===== config.mk =====
export PLATFORM = sky130hd
export DESIGN_NAME = lut_fabric_top
export DESIGN_NICKNAME = d
export VERILOG_FILES = /design/src/rtl/lut_fabric_pkg.sv /design/src/rtl/lut_rst_sync.sv /design/src/rtl/lut_cfg_cell.sv /design/src/rtl/lut_eval.sv /design/src/rtl/lut_fabric_top.sv
export SDC_FILE = /design/constraint.sdc
export NUM_CORES = 1
export LEC_CHECK = 0
export ABC_AREA = 1
export ABC_CLOCK_PERIOD_IN_PS = 13600
export BUFFER_PORTS_ARGS = -buffer_cell sky130_fd_sc_hd__buf_2
export CAP_MARGIN = 20
export CORE_MARGIN = 2
export CORE_UTILIZATION = 55
export DETAILED_ROUTE_END_ITERATION = 16
export PLACE_DENSITY = 0.71
export SYNTH_ARGS = -nofsm -noshare
export SYNTH_HDL_FRONTEND = slang
export SYNTH_SLANG_ARGS = --single-unit

===== constraint.sdc =====
create_clock -name clk -period 13.6 [get_ports clk]
set_input_delay 2.72 -clock clk [delete_from_list [all_inputs] [get_ports clk]]
set_output_delay 2.72 -clock clk [all_outputs]
set_load 0.03 [all_outputs]

===== src/rtl/lut_fabric_pkg.sv =====
`timescale 1ns/1ps
package lut_fabric_pkg;
  localparam int LUT_K       = 3;
  localparam int LUT_ENTRIES = 1 << LUT_K;
  localparam int ROUTE_W     = 4;

  // Field order here fixes the serial order: truth table first, then
  // route[2] (c), route[1] (b), route[0] (a), then the register option.
  typedef struct packed {
    logic [LUT_ENTRIES-1:0]          truth;
    logic [LUT_K-1:0][ROUTE_W-1:0]   route;
    logic                            use_reg;
  } slice_cfg_t;

  localparam int SLICE_CFG_W = $bits(slice_cfg_t);
endpackage


===== src/rtl/lut_rst_sync.sv =====
`timescale 1ns/1ps
module lut_rst_sync #(
  parameter int STAGES = 2
) (
  input  logic clk,
  input  logic rst_n_async,
  output logic rst_n_sync
);
  logic [STAGES-1:0] pipe_q;
  logic [STAGES-1:0] pipe_d;

  always_comb begin
    pipe_d = {pipe_q[STAGES-2:0], 1'b1};
  end

  always_ff @(posedge clk or negedge rst_n_async) begin
    if (!rst_n_async) pipe_q <= '0;
    else              pipe_q <= pipe_d;
  end

  assign rst_n_sync = pipe_q[STAGES-1];
endmodule


===== src/rtl/lut_cfg_cell.sv =====
`timescale 1ns/1ps
module lut_cfg_cell
  import lut_fabric_pkg::*;
(
  input  logic                   clk,
  input  logic                   shift_en,
  input  logic                   apply,
  input  logic                   ser_in,
  output logic                   ser_out,
  output logic [SLICE_CFG_W-1:0] staged_bits,
  output slice_cfg_t             live_cfg
);
  localparam int W = SLICE_CFG_W;

  logic [W-1:0] chain_q, chain_d;
  slice_cfg_t   live_q,  live_d;

  // Staged segment: shifts only under the enable, no reset on purpose.
  always_comb begin
    chain_d = chain_q;
    if (shift_en) chain_d = {chain_q[W-2:0], ser_in};
  end

  always_ff @(posedge clk) begin
    chain_q <= chain_d;
  end

  // Live copy: loaded in one cycle when the host finishes shifting.
  always_comb begin
    live_d = live_q;
    if (apply) live_d = slice_cfg_t'(chain_q);
  end

  always_ff @(posedge clk) begin
    live_q <= live_d;
  end

  assign ser_out     = chain_q[W-1];
  assign staged_bits = chain_q;
  assign live_cfg    = live_q;
endmodule


===== src/rtl/lut_eval.sv =====
`timescale 1ns/1ps
module lut_eval
  import lut_fabric_pkg::*;
#(
  parameter int N   = 8,
  parameter int EXT = 4
) (
  input  slice_cfg_t [N-1:0] cfg,
  input  logic [EXT-1:0]     ext,
  input  logic [N-1:0]       reg_q,
  output logic [N-1:0]       bus,
  output logic [N-1:0]       lut_val
);
  logic [N-1:0]       view;
  logic [LUT_K-1:0]   idx;
  logic               res;

  function automatic logic pick(input logic [ROUTE_W-1:0] code,
                                input logic [N-1:0]       lines,
                                input logic [EXT-1:0]     pins);
    logic v;
    v = 1'b0;
    for (int j = 0; j < N; j++)
      if (code == ROUTE_W'(j)) v = lines[j];
    for (int e = 0; e < EXT; e++)
      if (code == ROUTE_W'(N + e)) v = pins[e];
    return v;
  endfunction

  // Slices are evaluated in index order. Lines at or above the current
  // index are seen through their flip-flops, so no loop can form.
  always_comb begin
    view    = reg_q;
    lut_val = '0;
    idx     = '0;
    res     = 1'b0;
    for (int i = 0; i < N; i++) begin
      for (int k = 0; k < LUT_K; k++)
        idx[k] = pick(cfg[i].route[k], view, ext);
      res        = cfg[i].truth[idx];
      lut_val[i] = res;
      view[i]    = cfg[i].use_reg ? reg_q[i] : res;
    end
    bus = view;
  end
endmodule


===== src/rtl/lut_fabric_top.sv =====
`timescale 1ns/1ps
module lut_fabric_top
  import lut_fabric_pkg::*;
#(
  parameter int NUM_SLICES = 8,
  parameter int NUM_EXT    = 4,
  parameter int RST_STAGES = 2
) (
  input  logic                  clk,
  input  logic                  rst_n,
  input  logic                  cfg_din,
  input  logic                  cfg_shift_en,
  input  logic [NUM_EXT-1:0]    ext_in,
  output logic                  cfg_dout,
  output logic                  cfg_done,
  output logic [NUM_SLICES-1:0] bus_out
);
  localparam int SEG_W   = SLICE_CFG_W;
  localparam int CHAIN_W = NUM_SLICES * SEG_W;

  logic rst_n_s;
  logic cfg_en_q, cfg_en_d;
  logic done_q,   done_d;
  logic apply;

  logic [NUM_SLICES:0]             link;
  logic [CHAIN_W-1:0]              chain_flat;
  slice_cfg_t [NUM_SLICES-1:0]     act_cfg;
  logic [NUM_SLICES*SEG_W-1:0]     act_flat;
  logic [NUM_SLICES-1:0]           reg_q, reg_d, lut_val, bus_w;

  lut_rst_sync #(.STAGES(RST_STAGES)) rst_sync_i (
    .clk         (clk),
    .rst_n_async (rst_n),
    .rst_n_sync  (rst_n_s)
  );

  // Commit detection: enable seen high last clock, low now.
  assign apply = cfg_en_q & ~cfg_shift_en;

  always_comb begin
    cfg_en_d = cfg_shift_en;
    done_d   = apply;
  end

  always_ff @(posedge clk or negedge rst_n_s) begin
    if (!rst_n_s) begin
      cfg_en_q <= 1'b0;
      done_q   <= 1'b0;
    end else begin
      cfg_en_q <= cfg_en_d;
      done_q   <= done_d;
    end
  end

  // Chain enters at the highest slice and leaves from slice 0.
  assign link[NUM_SLICES] = cfg_din;

  for (genvar i = 0; i < NUM_SLICES; i++) begin : g_cell
    logic [SEG_W-1:0] seg;
    lut_cfg_cell cell_i (
      .clk         (clk),
      .shift_en    (cfg_shift_en),
      .apply       (apply),
      .ser_in      (link[i+1]),
      .ser_out     (link[i]),
      .staged_bits (seg),
      .live_cfg    (act_cfg[i])
    );
    assign chain_flat[CHAIN_W-1-i*SEG_W -: SEG_W] = seg;
  end

  assign act_flat = act_cfg;

  lut_eval #(.N(NUM_SLICES), .EXT(NUM_EXT)) eval_i (
    .cfg     (act_cfg),
    .ext     (ext_in),
    .reg_q   (reg_q),
    .bus     (bus_w),
    .lut_val (lut_val)
  );

  // Slice flip-flops load every clock; only reset touches them otherwise.
  always_comb begin
    reg_d = lut_val;
  end

  always_ff @(posedge clk or negedge rst_n_s) begin
    if (!rst_n_s) reg_q <= '0;
    else          reg_q <= reg_d;
  end

  assign cfg_dout = link[0];
  assign cfg_done = done_q;
  assign bus_out  = bus_w;
endmodule


# --- Word level (Yosys, flattened, before mapping) ---
# Index checks and enable logic that the tools add are counted.
classes:
  n_lt_le_gt_ge: 8
  n_eq_ne: 264
  n_mux: 312
  bitwise_logic: 2
  reduce_logical: 24
op_table:
  columns: ["operator", "n"]
  rows:
  - ["$eq A4 B3 Y1 const B", 96]
  - ["$eq A4 B4 Y1 const B", 96]
  - ["$mux W1", 304]
  - ["$eq A4 B2 Y1 const B", 48]
  - ["$eq A4 B1 Y1 const B", 24]
  - ["$logic_not A4 Y1", 24]
  - ["$lt A3 B4 Y1 const B", 8]
  - ["$bmux W1 S3", 8]
  - ["$and A1 B1 Y1", 1]
  - ["$not A1 Y1", 1]
word_totals:
  reg_bits: 348
  input_bits: 8
  out_inout_bits: 10
  wordCells: 662

# --- Longest topological paths before layout ---
# Gate-level depths: netlist (run 1).
depth:
  ltp_word: 100
  ltp_mapped: 103
  ltp_nobuf: 103

# --- Hierarchy ---
# Synthesis (run 1) repeated with hierarchy kept, for this count alone.
hier_totals:
  cells_unflattened: 1448
  hier_area_um2: 15700.1
by_module_without_submodules:
  columns: ["mod", "n_inst", "cells_each", "area_each_um2", "seq_area_each_um2"]
  rows:
  - ["lut_cfg_cell", 8, 43, 1268.7, 1261.2]
  - ["lut_eval", 1, 1089, 5236.3, 0.0]
  - ["lut_fabric_top", 1, 12, 260.2, 250.2]
  - ["lut_rst_sync", 1, 3, 53.8, 50.0]

# --- Worst setup path after synthesis (run 1) ---
# Ideal clock, no wire load.
synth_timing:
  kind: "input to output"
  from: "input ext_in[1]"
  to: "output bus_out[7]"
  arrival_time_ns: 9.323
  slack_ns: 1.557
  cell_stages: 94
  n_path_buf: 1
  path_cell_list: "buf_2 > nand2_1 > nand3_1 > nand2_1 > nand2_1 > nand2_2 > nand2_2 > nand2_1 > nand3_1 > nand3_2 > nand3_2 > nand3_1 > nand4_1 > nor2_1 > nand4_1 > nand2_1 > nand2_2 > nand2_4 > [58 not listed] > nand2_1 > nand2_1 > nand2_1 > nand2_2 > nand2_2 > nand2_1 > nand3_1 > nand3_2 > nand3_2 > nand3_2 > nand3_1 > nand2_1 > nand4_1 > nand2_1 > nand3_1 > nand3_1 > nand3_1 > nand2_1"
synth_via:
  elab_chain_len: 90
  word_cells_on_any_way: 285
  cone_classes: "mux (285)"
synth_lines:
  columns: ["item", "line_no", "rtl"]
  rows:
  - ["start, declared", "lut_fabric_top.sv:13", "input logic [NUM_EXT-1:0] ext_in,"]
  - ["$mux W1 (3 in a row)", "lut_eval.sv:26", "if (code == ROUTE_W'(N + e)) v = pins[e];"]
  - ["$bmux W1 S3", "lut_eval.sv:40", "res = cfg[i].truth[idx];"]
  - ["$mux W1 (not written as such)", "lut_eval.sv:40", null]
  - ["$mux W1", "lut_eval.sv:42", "view[i] = cfg[i].use_reg ? reg_q[i] : res;"]
  - ["$mux W1 (8 in a row)", "lut_eval.sv:24", "if (code == ROUTE_W'(j)) v = lines[j];"]
  - ["$mux W1 (4 in a row)", "lut_eval.sv:26", null]
  - ["$bmux W1 S3 *", "lut_eval.sv:40", null]
  - ["$mux W1 (not written as such) *", "lut_eval.sv:40", null]
  - ["via eval_i.lut_val[1]", "lut_eval.sv:12", "output logic [N-1:0] lut_val"]
  - ["[15 not listed]", null, null]
  - ["via bus_out[2]", "lut_fabric_top.sv:16", "output logic [NUM_SLICES-1:0] bus_out"]
  - ["[24 not listed]", null, null]
  - ["via eval_i.lut_val[4]", "lut_eval.sv:12", null]
  - ["[1 not listed]", null, null]
  - ["via bus_out[4]", "lut_fabric_top.sv:16", null]
  - ["[18 not listed]", null, null]
  - ["$bmux W1 S3", "lut_eval.sv:40", null]
  - ["$mux W1 (not written as such)", "lut_eval.sv:40", null]
  - ["$mux W1", "lut_eval.sv:42", null]
  - ["$mux W1 (2 in a row)", "lut_eval.sv:24", null]
  - ["$mux W1 (4 in a row)", "lut_eval.sv:26", null]
  - ["$bmux W1 S3 *", "lut_eval.sv:40", null]
  - ["$mux W1 (not written as such) *", "lut_eval.sv:40", null]
  - ["$mux W1 *", "lut_eval.sv:42", null]
  - ["end, declared", "lut_fabric_top.sv:16", null]
# Mark *: on every way through the listed nets, which the timed path passes. The rest lies on a longest branch. The select of a mux whose other input is x is not followed.

# --- Worst setup path in the final report (run 1) ---
layout_timing:
  from: "input ext_in[1]"
  to: "output bus_out[7]"
layout_via:
  elab_chain_len: 90
  word_cells_on_any_way: 285
  cone_classes: "mux (285)"
layout_lines:
  columns: ["item", "line_no"]
  rows:
  - ["$mux W1 (3 in a row)", "lut_eval.sv:26"]
  - ["$bmux W1 S3", "lut_eval.sv:40"]
  - ["$mux W1 (not written as such)", "lut_eval.sv:40"]
  - ["$mux W1", "lut_eval.sv:42"]
  - ["$mux W1 (8 in a row)", "lut_eval.sv:24"]
  - ["$mux W1 (4 in a row)", "lut_eval.sv:26"]
  - ["$bmux W1 S3", "lut_eval.sv:40"]
  - ["$mux W1 (not written as such)", "lut_eval.sv:40"]
  - ["[39 not listed]", null]
  - ["via eval_i.lut_val[4]", "lut_eval.sv:12"]
  - ["[19 not listed]", null]
  - ["$bmux W1 S3", "lut_eval.sv:40"]
  - ["$mux W1 (not written as such)", "lut_eval.sv:40"]
  - ["$mux W1", "lut_eval.sv:42"]
  - ["$mux W1 (2 in a row)", "lut_eval.sv:24"]
  - ["$mux W1 (4 in a row)", "lut_eval.sv:26"]
  - ["$bmux W1 S3 *", "lut_eval.sv:40"]
  - ["$mux W1 (not written as such) *", "lut_eval.sv:40"]
  - ["$mux W1 *", "lut_eval.sv:42"]
# Marks and branches as above.

==> flow_metrics.env, run 1 <==
export IMPL_synth_edf_count=336
export IMPL_outcome="completed"
export IMPL_pwr_share_clk_pct=37.5
export IMPL_power_frac_seq_pct=49.2
export IMPL_fin_ws_ns=0.474
export IMPL_initial_utilization_pct=55.4
export IMPL_yosysUniqueCellTypes=50
export IMPL_period_share_pct=96.5
export IMPL_gp_congestion=0.899
export IMPL_setup_viol=0
export IMPL_yosys_top_cells_area="edfxtp_1 64%, nand2_1 6.7%, inv_1 5.3%, nand3_1 4.8%, nor2_1 3.4%"
export IMPL_die_h_um=174
export IMPL_p_sw_w=0.000700
export IMPL_worstSkewPairLatency_ns=0.52
export IMPL_timing_rr_start="reg_q[6]"
export IMPL_synth_most_common_cell="edfxtp_1"
export IMPL_yosys_area_top_type_share_pct=63.7
export IMPL_drc=0
export IMPL_wl_um=34300
export IMPL_synth_seq_area_share_pct=65.6
export IMPL_drt_first_pass_iters=5
export IMPL_grt_pass1_vias=10304
export IMPL_vdd_drop_max_mv=0.104
export IMPL_grt_max_degree=78
export IMPL_synth_flop_cell="edfxtp_1"
export IMPL_drv_slew=0
export IMPL_pre_cts_ws_ns=0.350
export IMPL_synth_seq_cells=348
export IMPL_wl_per_cell_um=17.8
export IMPL_setup_tns_ns=0
export IMPL_cp_start_kind="input pin"
export IMPL_layout_min_cycle_time_ns=13.13
export IMPL_synth_common_cells="336 x edfxtp_1, 284 x nand2_1, 222 x inv_1"
export IMPL_holdCritPathClass="reg2reg"
export IMPL_cts_buffer_depth=3
export IMPL_ctsHoldBuffers=0
export IMPL_cp_common_cell="nand2_1"
export IMPL_dieArea_sq_mm=0.0302
export IMPL_hold_violations=0
export IMPL_fmax_mhz=76.2
export IMPL_clockRootBuffer="clkbuf_16"
export IMPL_worst_pin_slew_ns=1.05
export IMPL_cp_slowest_cell="nor2_2"
export IMPL_slowest_delay_ns=0.22
export IMPL_h_tree_depth=2
export IMPL_p_int_w=0.00194
export IMPL_port_buffers=17
export IMPL_synth_fp_nets=1472
export IMPL_crit_path_end_kind="primary output"
export IMPL_synthCells=1464
export IMPL_vias=10906
export IMPL_maxSlewHeadroom_pct=30.1
export IMPL_fin_skew_ns=0.0253
export IMPL_synth_top_cell_by_area="edfxtp_1"
export IMPL_grt_pass1_wl_um=53600
export IMPL_drive_gt1_share_pct=16.2
export IMPL_mappedNetlistArea_sq_mm=0.0158
export IMPL_syn_avg_cell_area_sq_um=10.8
export IMPL_coreArea_sq_mm=0.0285
export IMPL_crit_type="in2out"
export IMPL_cts_inserted_buffers=37
export IMPL_dp_cells=1860
export IMPL_hold_start="rst_sync_i.pipe_q[0]"
export IMPL_final_nets=1532
export IMPL_fin_cells=1932
export IMPL_yosys_warnings=0
export IMPL_p_per_area_mw_per_mm2=147
export IMPL_antenna_found_initial=0
export IMPL_required_ns=10.88
export IMPL_cts_sinks=348
export IMPL_areaGrowthSynthToFinish_pct=13.2
export IMPL_place_hpwl_um=21900
export IMPL_clk_pin_slew_ns=0.06
export IMPL_num_rows=62
export IMPL_async_flop_share_pct=3.45
export IMPL_boundaryPins=18
export IMPL_startpoint="ext_in[1]"
export IMPL_switching_share_pct=26.5
export IMPL_drt_vias_per_instance=5.64
export IMPL_critPathMaxFanout=7
export IMPL_first_iter_violations=973
export IMPL_cts_tree="yes"
export IMPL_diodes=0
export IMPL_drv_cap=0
export IMPL_p_comb_share_pct=13.3
export IMPL_drtAntennaViolNets=0
export IMPL_leakagePower_nw=7.10
export IMPL_grt_remaining_overflow=0
export IMPL_track_usage_pct=22.7
export IMPL_cp_arrival_ns=10.41
export IMPL_rsz0062_at_grt="yes"
export IMPL_dieWidth_um=174
==> final cells by class <==
type	instances	area, sq um
clock inverter	19	238
timing repair buffer	45	349
clock buffer	44	952
sequential	348	10400
inverter	232	873
fill	2254	10600
multi-input combinational	860	4640
tap	384	480
==> stage by stage <==
step                power, W  utilization (%)  hold slack (ns)  instance area (sq um)
finish               0.00264             62.8            0.354                  17900
global route         0.00274             62.8            0.365                  17900
CTS                  0.00262             61.4            0.359                  17500
detailed placement   0.00163             57.2            0.336                  16300
global placement     0.00163             57.2            0.336                  16300
floorplan            0.00152                -            0.121                  15800
==> repair_timing <==
item | CTS | global route
setup endpoints to repair | 0 | 2
resized for setup | 0 | 86
setup buffers | 0 | 9
==> final timing paths <==
kind	to	slack, ns	cells past startpoint
max	bus_out[7]	0.47	93
min	rst_sync_i.pipe_q[1]	0.35	0
max reg2reg	reg_q[7]	4.85	91
min reg2reg	rst_sync_i.pipe_q[1]	0.35	0
max in group asynchronous	rst_sync_i.pipe_q[0]	11.52	1
min in group asynchronous	reg_q[0]	0.36	0
==> kinds of logic after synthesis <==
| logic type | Yosys count | share of synthesized area, % |
|---|---|---|
| other cells | 1 | 0.0237 |
| buf+inv | 256 | 6.92 |
| simple gates | 743 | 22.1 |
| compound gates | 116 | 5.30 |
| flops | 348 | 65.6 |
==> sequential cells by signal (all words and copies together), names as in the netlist <==
name / cells
cfg_done: 1
cfg_en_q: 1
g_cell.cell_i.live_cfg: 168
g_cell.cell_i.staged_bits: 168
reg_q: 8
rst_sync_i.pipe_q: 2
==> per-layer routing <==
layer / global-route usage (%) / part of all wire, % / vias to the layer above
met4: 9.42 / 3.9 / 0
li1: - / - / 5220
met5: 0 / 0 / -
met1: 30.7 / 42 / 5181
met2: 36.5 / 47 / 396
met3: 4.12 / 7.4 / 109
==> power groups by stage <==
stage	sequential, W	clock [W]	combinational [W]
floorplan	0.00130	0	0.000222
global placement	0.00132	0	0.000310
detailed placement	0.00132	0	0.000313
CTS	0.00130	0.00101	0.000315
global route	0.00131	0.00105	0.000380
finish	0.00130	0.000992	0.000350
==> cells in the final DEF, fill, tap and decap left out, drive strengths merged, types with 5 or more instances in the layout <==
cell type  synthesis  final
inv              231    233
buf                9     45
a31oi              6      6
nand3            178    178
a31o              23     23
o21ai             29     29
nor2             148    148
nor3              21     21
clkinv             1     12
clkbuf            14     44
a21oi             16     16
nand4             64     64
o211ai            15     15
edfxtp           336    336
nand2            311    311
nor4              10     10
nand3b             6      6
dfrtp             12     12
bufinv             0      5
==> critical path: cells and delay by family <==
family          cells  cell delay (ns)
simple gates       86             6.75
buf+inv             4             0.47
compound gates      3             0.44
No activity file was read; power rests on OpenSTA's default activity.
==> run 2, diff against run 1 <==
--- a/config.mk
+++ b/config.mk
@@ -6,13 +6,13 @@
 export NUM_CORES = 1
 export LEC_CHECK = 0
 export ABC_AREA = 1
-export ABC_CLOCK_PERIOD_IN_PS = 13600
+export ABC_CLOCK_PERIOD_IN_PS = 12800
 export BUFFER_PORTS_ARGS = -buffer_cell sky130_fd_sc_hd__buf_2
 export CAP_MARGIN = 20
 export CORE_MARGIN = 2
-export CORE_UTILIZATION = 55
+export CORE_UTILIZATION = 51
 export DETAILED_ROUTE_END_ITERATION = 16
-export PLACE_DENSITY = 0.71
+export PLACE_DENSITY = 0.67
 export SYNTH_ARGS = -nofsm -noshare
 export SYNTH_HDL_FRONTEND = slang
 export SYNTH_SLANG_ARGS = --single-unit
==> constraint.sdc (replaced) <==
create_clock -name clk -period 12.8 [get_ports clk]
set_input_delay 2.56 -clock clk [delete_from_list [all_inputs] [get_ports clk]]
set_output_delay 2.56 -clock clk [all_outputs]
set_load 0.03 [all_outputs]
==> flow_metrics.env, run 2 (same netlist as run 1, synthesis figures left out) <==
export IMPL_drc=0
export IMPL_layout_common_cells="336 x edfxtp_1, 253 x nand2_1, 219 x inv_1"
export IMPL_cts_buffer_depth=3
export IMPL_grtUsageMet3_pct=4.37
export IMPL_critPathMaxFanout=5
export IMPL_dieWidth_um=180
export IMPL_fin_skew_ns=0.0123
export IMPL_clockRootBuffer="clkbuf_16"
export IMPL_nFillCells=2412
export IMPL_wl_per_cell_um=18.4
export IMPL_cp_slowest_cell="nor2_2"
export IMPL_slowest_delay_ns=0.21
export IMPL_coreArea_sq_mm=0.0306
export IMPL_holdCritPathClass="reg2reg"
export IMPL_reg2reg_depth=90
export IMPL_crit_type="in2out"
export IMPL_required_ns=10.24
export IMPL_port_buffers=17
export IMPL_top_usage_layer="met2"
export IMPL_worstSkewPairLatency_ns=0.53
export IMPL_cts_inserted_buffers=37
export IMPL_drt_vias_per_instance=5.67
export IMPL_violations="setup timing"
export IMPL_period_share_pct=100
export IMPL_grt_pass1_wl_um=55100
export IMPL_drv_slew=0
export IMPL_cp_start_kind="input pin"
export IMPL_crit_path_end_kind="primary output"
export IMPL_setup_viol=1
export IMPL_vdd_drop_max_mv=0.168
export IMPL_wl_um=35800
export IMPL_outcome="complete, but fails checks"
export IMPL_cp_arrival_ns=10.27
export IMPL_leakagePower_nw=7.15
export IMPL_clk_pin_slew_ns=0.06
export IMPL_boundaryPins=18
export IMPL_p_per_area_mw_per_mm2=158
export IMPL_design_area_sq_mm=0.0181
export IMPL_num_rows=64
export IMPL_drt_first_pass_iters=6
export IMPL_vias=11032
export IMPL_met1_usage_pct=28.9
export IMPL_drive_gt1_share_pct=17.8
export IMPL_dpl_instance_area_sq_mm=0.0164
export IMPL_use_met2_pct=33.7
export IMPL_place_hpwl_um=22500
export IMPL_fin_ws_ns=-0.0308
export IMPL_diodes=0
export IMPL_grt_max_degree=138
export IMPL_cts_tree="yes"
export IMPL_drv_cap=0
export IMPL_track_usage_pct=21.6
export IMPL_areaGrowthSynthToFinish_pct=14.4
export IMPL_initial_utilization_pct=51.7
export IMPL_final_nets=1529
export IMPL_fmax_mhz=77.9
export IMPL_cp_common_cell="nand2_1"
export IMPL_h_tree_depth=2
export IMPL_grt_pass1_vias=10432
export IMPL_ctsHoldBuffers=0
export IMPL_grt_remaining_overflow=0
export IMPL_drtAntennaViolNets=0
export IMPL_rsz0062_at_grt="yes"
export IMPL_layout_min_cycle_time_ns=12.83
export IMPL_first_iter_violations=1125
export IMPL_cts_sinks=348
export IMPL_hold_violations=0
export IMPL_holdPathStages=0
export IMPL_dieArea_sq_mm=0.0325
export IMPL_layout_commonest_cell="edfxtp_1"
export IMPL_die_h_um=180
export IMPL_gp_congestion=0.880
export IMPL_worst_pin_slew_ns=0.999
export IMPL_antenna_found_initial=0
export IMPL_maxSlewHeadroom_pct=33.4
export IMPL_setup_tns_ns=-0.0308
==> run 2: cell types whose count changed in the layout (fill, tap and decap cells not counted), moves of 2 or more <==
cell / previous run / this run
clkinv_2: 5 / 3
nand3_4: 7 / 11
nand3_1: 123 / 108
nand2_2: 34 / 48
o21ai_2: 5 / 3
clkbuf_1: 7 / 12
nand3_2: 48 / 59
nand2_1: 267 / 253
clkbuf_16: 37 / 39
==> run 2: worst paths after layout <==
kind                                      start                   end  slack [ns]
setup / recovery                      ext_in[0]            bus_out[7]       -0.03
hold / removal             rst_sync_i.pipe_q[0]  rst_sync_i.pipe_q[1]        0.37
setup reg to reg                       reg_q[3]              reg_q[7]        4.13
hold reg to reg            rst_sync_i.pipe_q[0]  rst_sync_i.pipe_q[1]        0.37
max in group asynchronous                 rst_n  rst_sync_i.pipe_q[1]       10.89
min in group asynchronous  rst_sync_i.pipe_q[1]              reg_q[4]        0.41
==> run 2: routing by layer <==
layer	up-vias	share of wire, %
met5	-	0
met4	0	5.3
met3	139	8.0
met2	454	45
met1	5225	41
li1	5214	-
==> run 2: worst max-delay path, delay by kind of cell <==
family          cells  cell delay [ns]
compound gates      1             0.20
buf+inv             3             0.37
simple gates       90             7.08
==> run 2: final cells by class <==
| type | instances | area (sq um) | share of cell area [%] |
|---|---|---|---|
| flip-flops and latches | 348 | 10400 | 57.4 |
| inverters | 232 | 873 | 4.82 |
| repair buffers | 42 | 325 | 1.80 |
| well taps | 396 | 495 | 2.74 |
| multi-input cells | 860 | 4780 | 26.4 |
| clock buffers | 51 | 1020 | 5.64 |
| clock inverters | 17 | 223 | 1.23 |
==> run 2: repair_timing <==
item	CTS	global route
endpoints found under the setup margin	1	2
gates resized for setup	5	109
buffers inserted	0	3
gates cloned	0	0
pin swaps	6	74
==> run 2: power breakdown <==
group / switching, W / total [W] / internal (W)
registers: 0.0000541 / 0.00138 / 0.00132
logic: 0.000283 / 0.000395 / 0.000111
clock network: 0.000431 / 0.00109 / 0.000663
==> run 2: metrics by stage <==
step / util, % / hold slack (ns) / worst slack [ns] / power (W) / std cells
2_1_floorplan: - / 0.121 / 1.08 / 0.00161 / 1464
3_3_place_gp: 53.5 / 0.335 / 0.198 / 0.00174 / 1875
3_5_place_dp: 53.5 / 0.360 / -0.0107 / 0.00175 / 1875
4_1_cts: 57.7 / 0.370 / 0.0101 / 0.00284 / 1943
5_1_grt: 59.2 / 0.382 / -0.834 / 0.00297 / 1946
6_report: 59.2 / 0.370 / -0.0308 / 0.00287 / 1946
==> run 3, diff against run 2 <==
--- a/config.mk
+++ b/config.mk
@@ -12,7 +12,7 @@
 export CORE_MARGIN = 2
 export CORE_UTILIZATION = 51
 export DETAILED_ROUTE_END_ITERATION = 16
-export PLACE_DENSITY = 0.67
+export PLACE_DENSITY_LB_ADDON = 0.08
 export SYNTH_ARGS = -nofsm -noshare
 export SYNTH_HDL_FRONTEND = slang
 export SYNTH_SLANG_ARGS = --single-unit
==> flow_metrics.env, run 3 (same netlist as run 1, synthesis figures left out) <==
export IMPL_grt_remaining_overflow=0
export IMPL_vdd_drop_max_mv=0.139
export IMPL_dieArea_sq_mm=0.0325
export IMPL_crit_path_end_kind="primary output"
export IMPL_place_hpwl_um=23200
export IMPL_cts_tree="yes"
export IMPL_dieWidth_um=180
export IMPL_slowest_delay_ns=0.23
export IMPL_dp_cells=1877
export IMPL_wl_um=36300
export IMPL_antenna_found_initial=1
export IMPL_gp_congestion=0.868
export IMPL_required_ns=10.24
export IMPL_die_h_um=180
export IMPL_outcome="complete, but fails checks"
export IMPL_areaGrowthSynthToFinish_pct=14.4
export IMPL_drt_vias_per_instance=5.59
export IMPL_drive_gt1_share_pct=18.2
export IMPL_leakagePower_nw=7.14
export IMPL_crit_type="in2out"
export IMPL_initial_utilization_pct=51.7
export IMPL_drt_first_pass_iters=5
export IMPL_pre_cts_ws_ns=-0.147
export IMPL_boundaryPins=18
export IMPL_setup_viol=1
export IMPL_fin_ws_ns=-0.0901
export IMPL_clockRootBuffer="clkbuf_16"
export IMPL_first_iter_violations=906
export IMPL_reg2reg_depth=87
export IMPL_cp_start_kind="input pin"
export IMPL_port_buffers=17
export IMPL_final_nets=1533
export IMPL_wl_per_cell_um=18.6
export IMPL_cp_common_cell="nand3_2"
export IMPL_p_per_area_mw_per_mm2=156
export IMPL_critPathMaxFanout=5
export IMPL_clk_pin_slew_ns=0.06
export IMPL_num_rows=64
export IMPL_vias=10893
export IMPL_rsz0062_at_grt="yes"
export IMPL_grt_max_degree=170
export IMPL_fin_skew_ns=0.0186
export IMPL_cp_slowest_cell="a21oi_2"
export IMPL_cts_buffer_depth=3
export IMPL_drv_slew=0
export IMPL_holdCritPathClass="reg2async"
export IMPL_period_share_pct=101
export IMPL_coreArea_sq_mm=0.0306
export IMPL_nFillCells=2497
export IMPL_setup_tns_ns=-0.0901
export IMPL_violations="setup timing"
export IMPL_drv_cap=0
export IMPL_fmax_mhz=77.6
export IMPL_track_usage_pct=22.2
export IMPL_cts_inserted_buffers=38
export IMPL_layout_common_cells="336 x edfxtp_1, 250 x nand2_1, 217 x inv_1"
export IMPL_fin_cells=1947
export IMPL_maxSlewHeadroom_pct=30.5
export IMPL_worstSkewPairLatency_ns=0.52
export IMPL_cts_sinks=348
export IMPL_fin_util_pct=59.2
export IMPL_drc=0
export IMPL_layout_commonest_cell="edfxtp_1"
export IMPL_layout_min_cycle_time_ns=12.89
export IMPL_worst_pin_slew_ns=1.04
export IMPL_h_tree_depth=2
export IMPL_diodes=0
export IMPL_hold_violations=0
export IMPL_grt_pass1_vias=10376
export IMPL_grt_pass1_wl_um=56400
export IMPL_drtAntennaViolNets=0
export IMPL_cp_arrival_ns=10.33
run 3: power breakdown:
group	switching (W)	internal [W]	leakage [nW]	total, W
clock	0.000425	0.000616	0.580	0.00104
sequential	0.0000606	0.00132	3.36	0.00138
combinational	0.000280	0.000115	3.20	0.000394
total	0.000765	0.00205	7.14	0.00282
run 3: worst max-delay path, delay by kind of cell:
kind                   cells  cell delay [ns]
buffers and inverters      3             0.38
AND/OR/NAND/NOR           83             6.72
AO/OA/AOI/OAI              4             0.63
run 3: metrics by stage:
step | cell area [sq um] | hold slack [ns] | power, W
6_report | 18100 | 0.348 | 0.00282
5_1_grt | 18100 | 0.359 | 0.00293
4_1_cts | 17600 | 0.351 | 0.00281
3_5_place_dp | 16400 | 0.338 | 0.00176
3_3_place_gp | 16400 | 0.333 | 0.00175
2_1_floorplan | 15800 | 0.121 | 0.00161
run 3: metal layers:
metal | global-route usage [%] | wire length, um | up-vias
li1 | - | - | 5224
met1 | 30.2 | 15800 | 5201
met2 | 36.0 | 17100 | 365
met3 | 3.78 | 2140 | 101
met4 | 8.16 | 1220 | 2
met5 | 0 | 8 | -
run 3: repair_timing:
| item | 4_1_cts | 5_1_grt |
|---|---|---|
| buffers inserted | 1 | 3 |
| gates resized for setup | 12 | 111 |
| hold buffers | 0 | 0 |
| pin swaps | 11 | 56 |
| endpoints found under the setup margin | 1 | 2 |
run 3: cell type report:
cell class / instances / area, sq um / share of cell area, %
clock buffers: 50 / 1050 / 5.78
clock inverters: 16 / 141 / 0.781
inverters: 232 / 876 / 4.84
multi-input cells: 860 / 4790 / 26.5
flip-flops and latches: 348 / 10400 / 57.4
well taps: 396 / 495 / 2.74
repair buffers: 45 / 364 / 2.01
run 3: final timing paths:
| check | end | slack [ns] | start |
|---|---|---|---|
| max reg2reg | reg_q[7] | 4.10 | reg_q[3] |
| max in group asynchronous | rst_sync_i.pipe_q[1] | 10.88 | rst_n |
| min reg2reg | cfg_en_q | 0.35 | rst_sync_i.pipe_q[1] |
| max | bus_out[7] | -0.09 | ext_in[1] |
| min in group clk | rst_sync_i.pipe_q[1] | 0.35 | rst_sync_i.pipe_q[0] |
| min | cfg_en_q | 0.35 | rst_sync_i.pipe_q[1] |
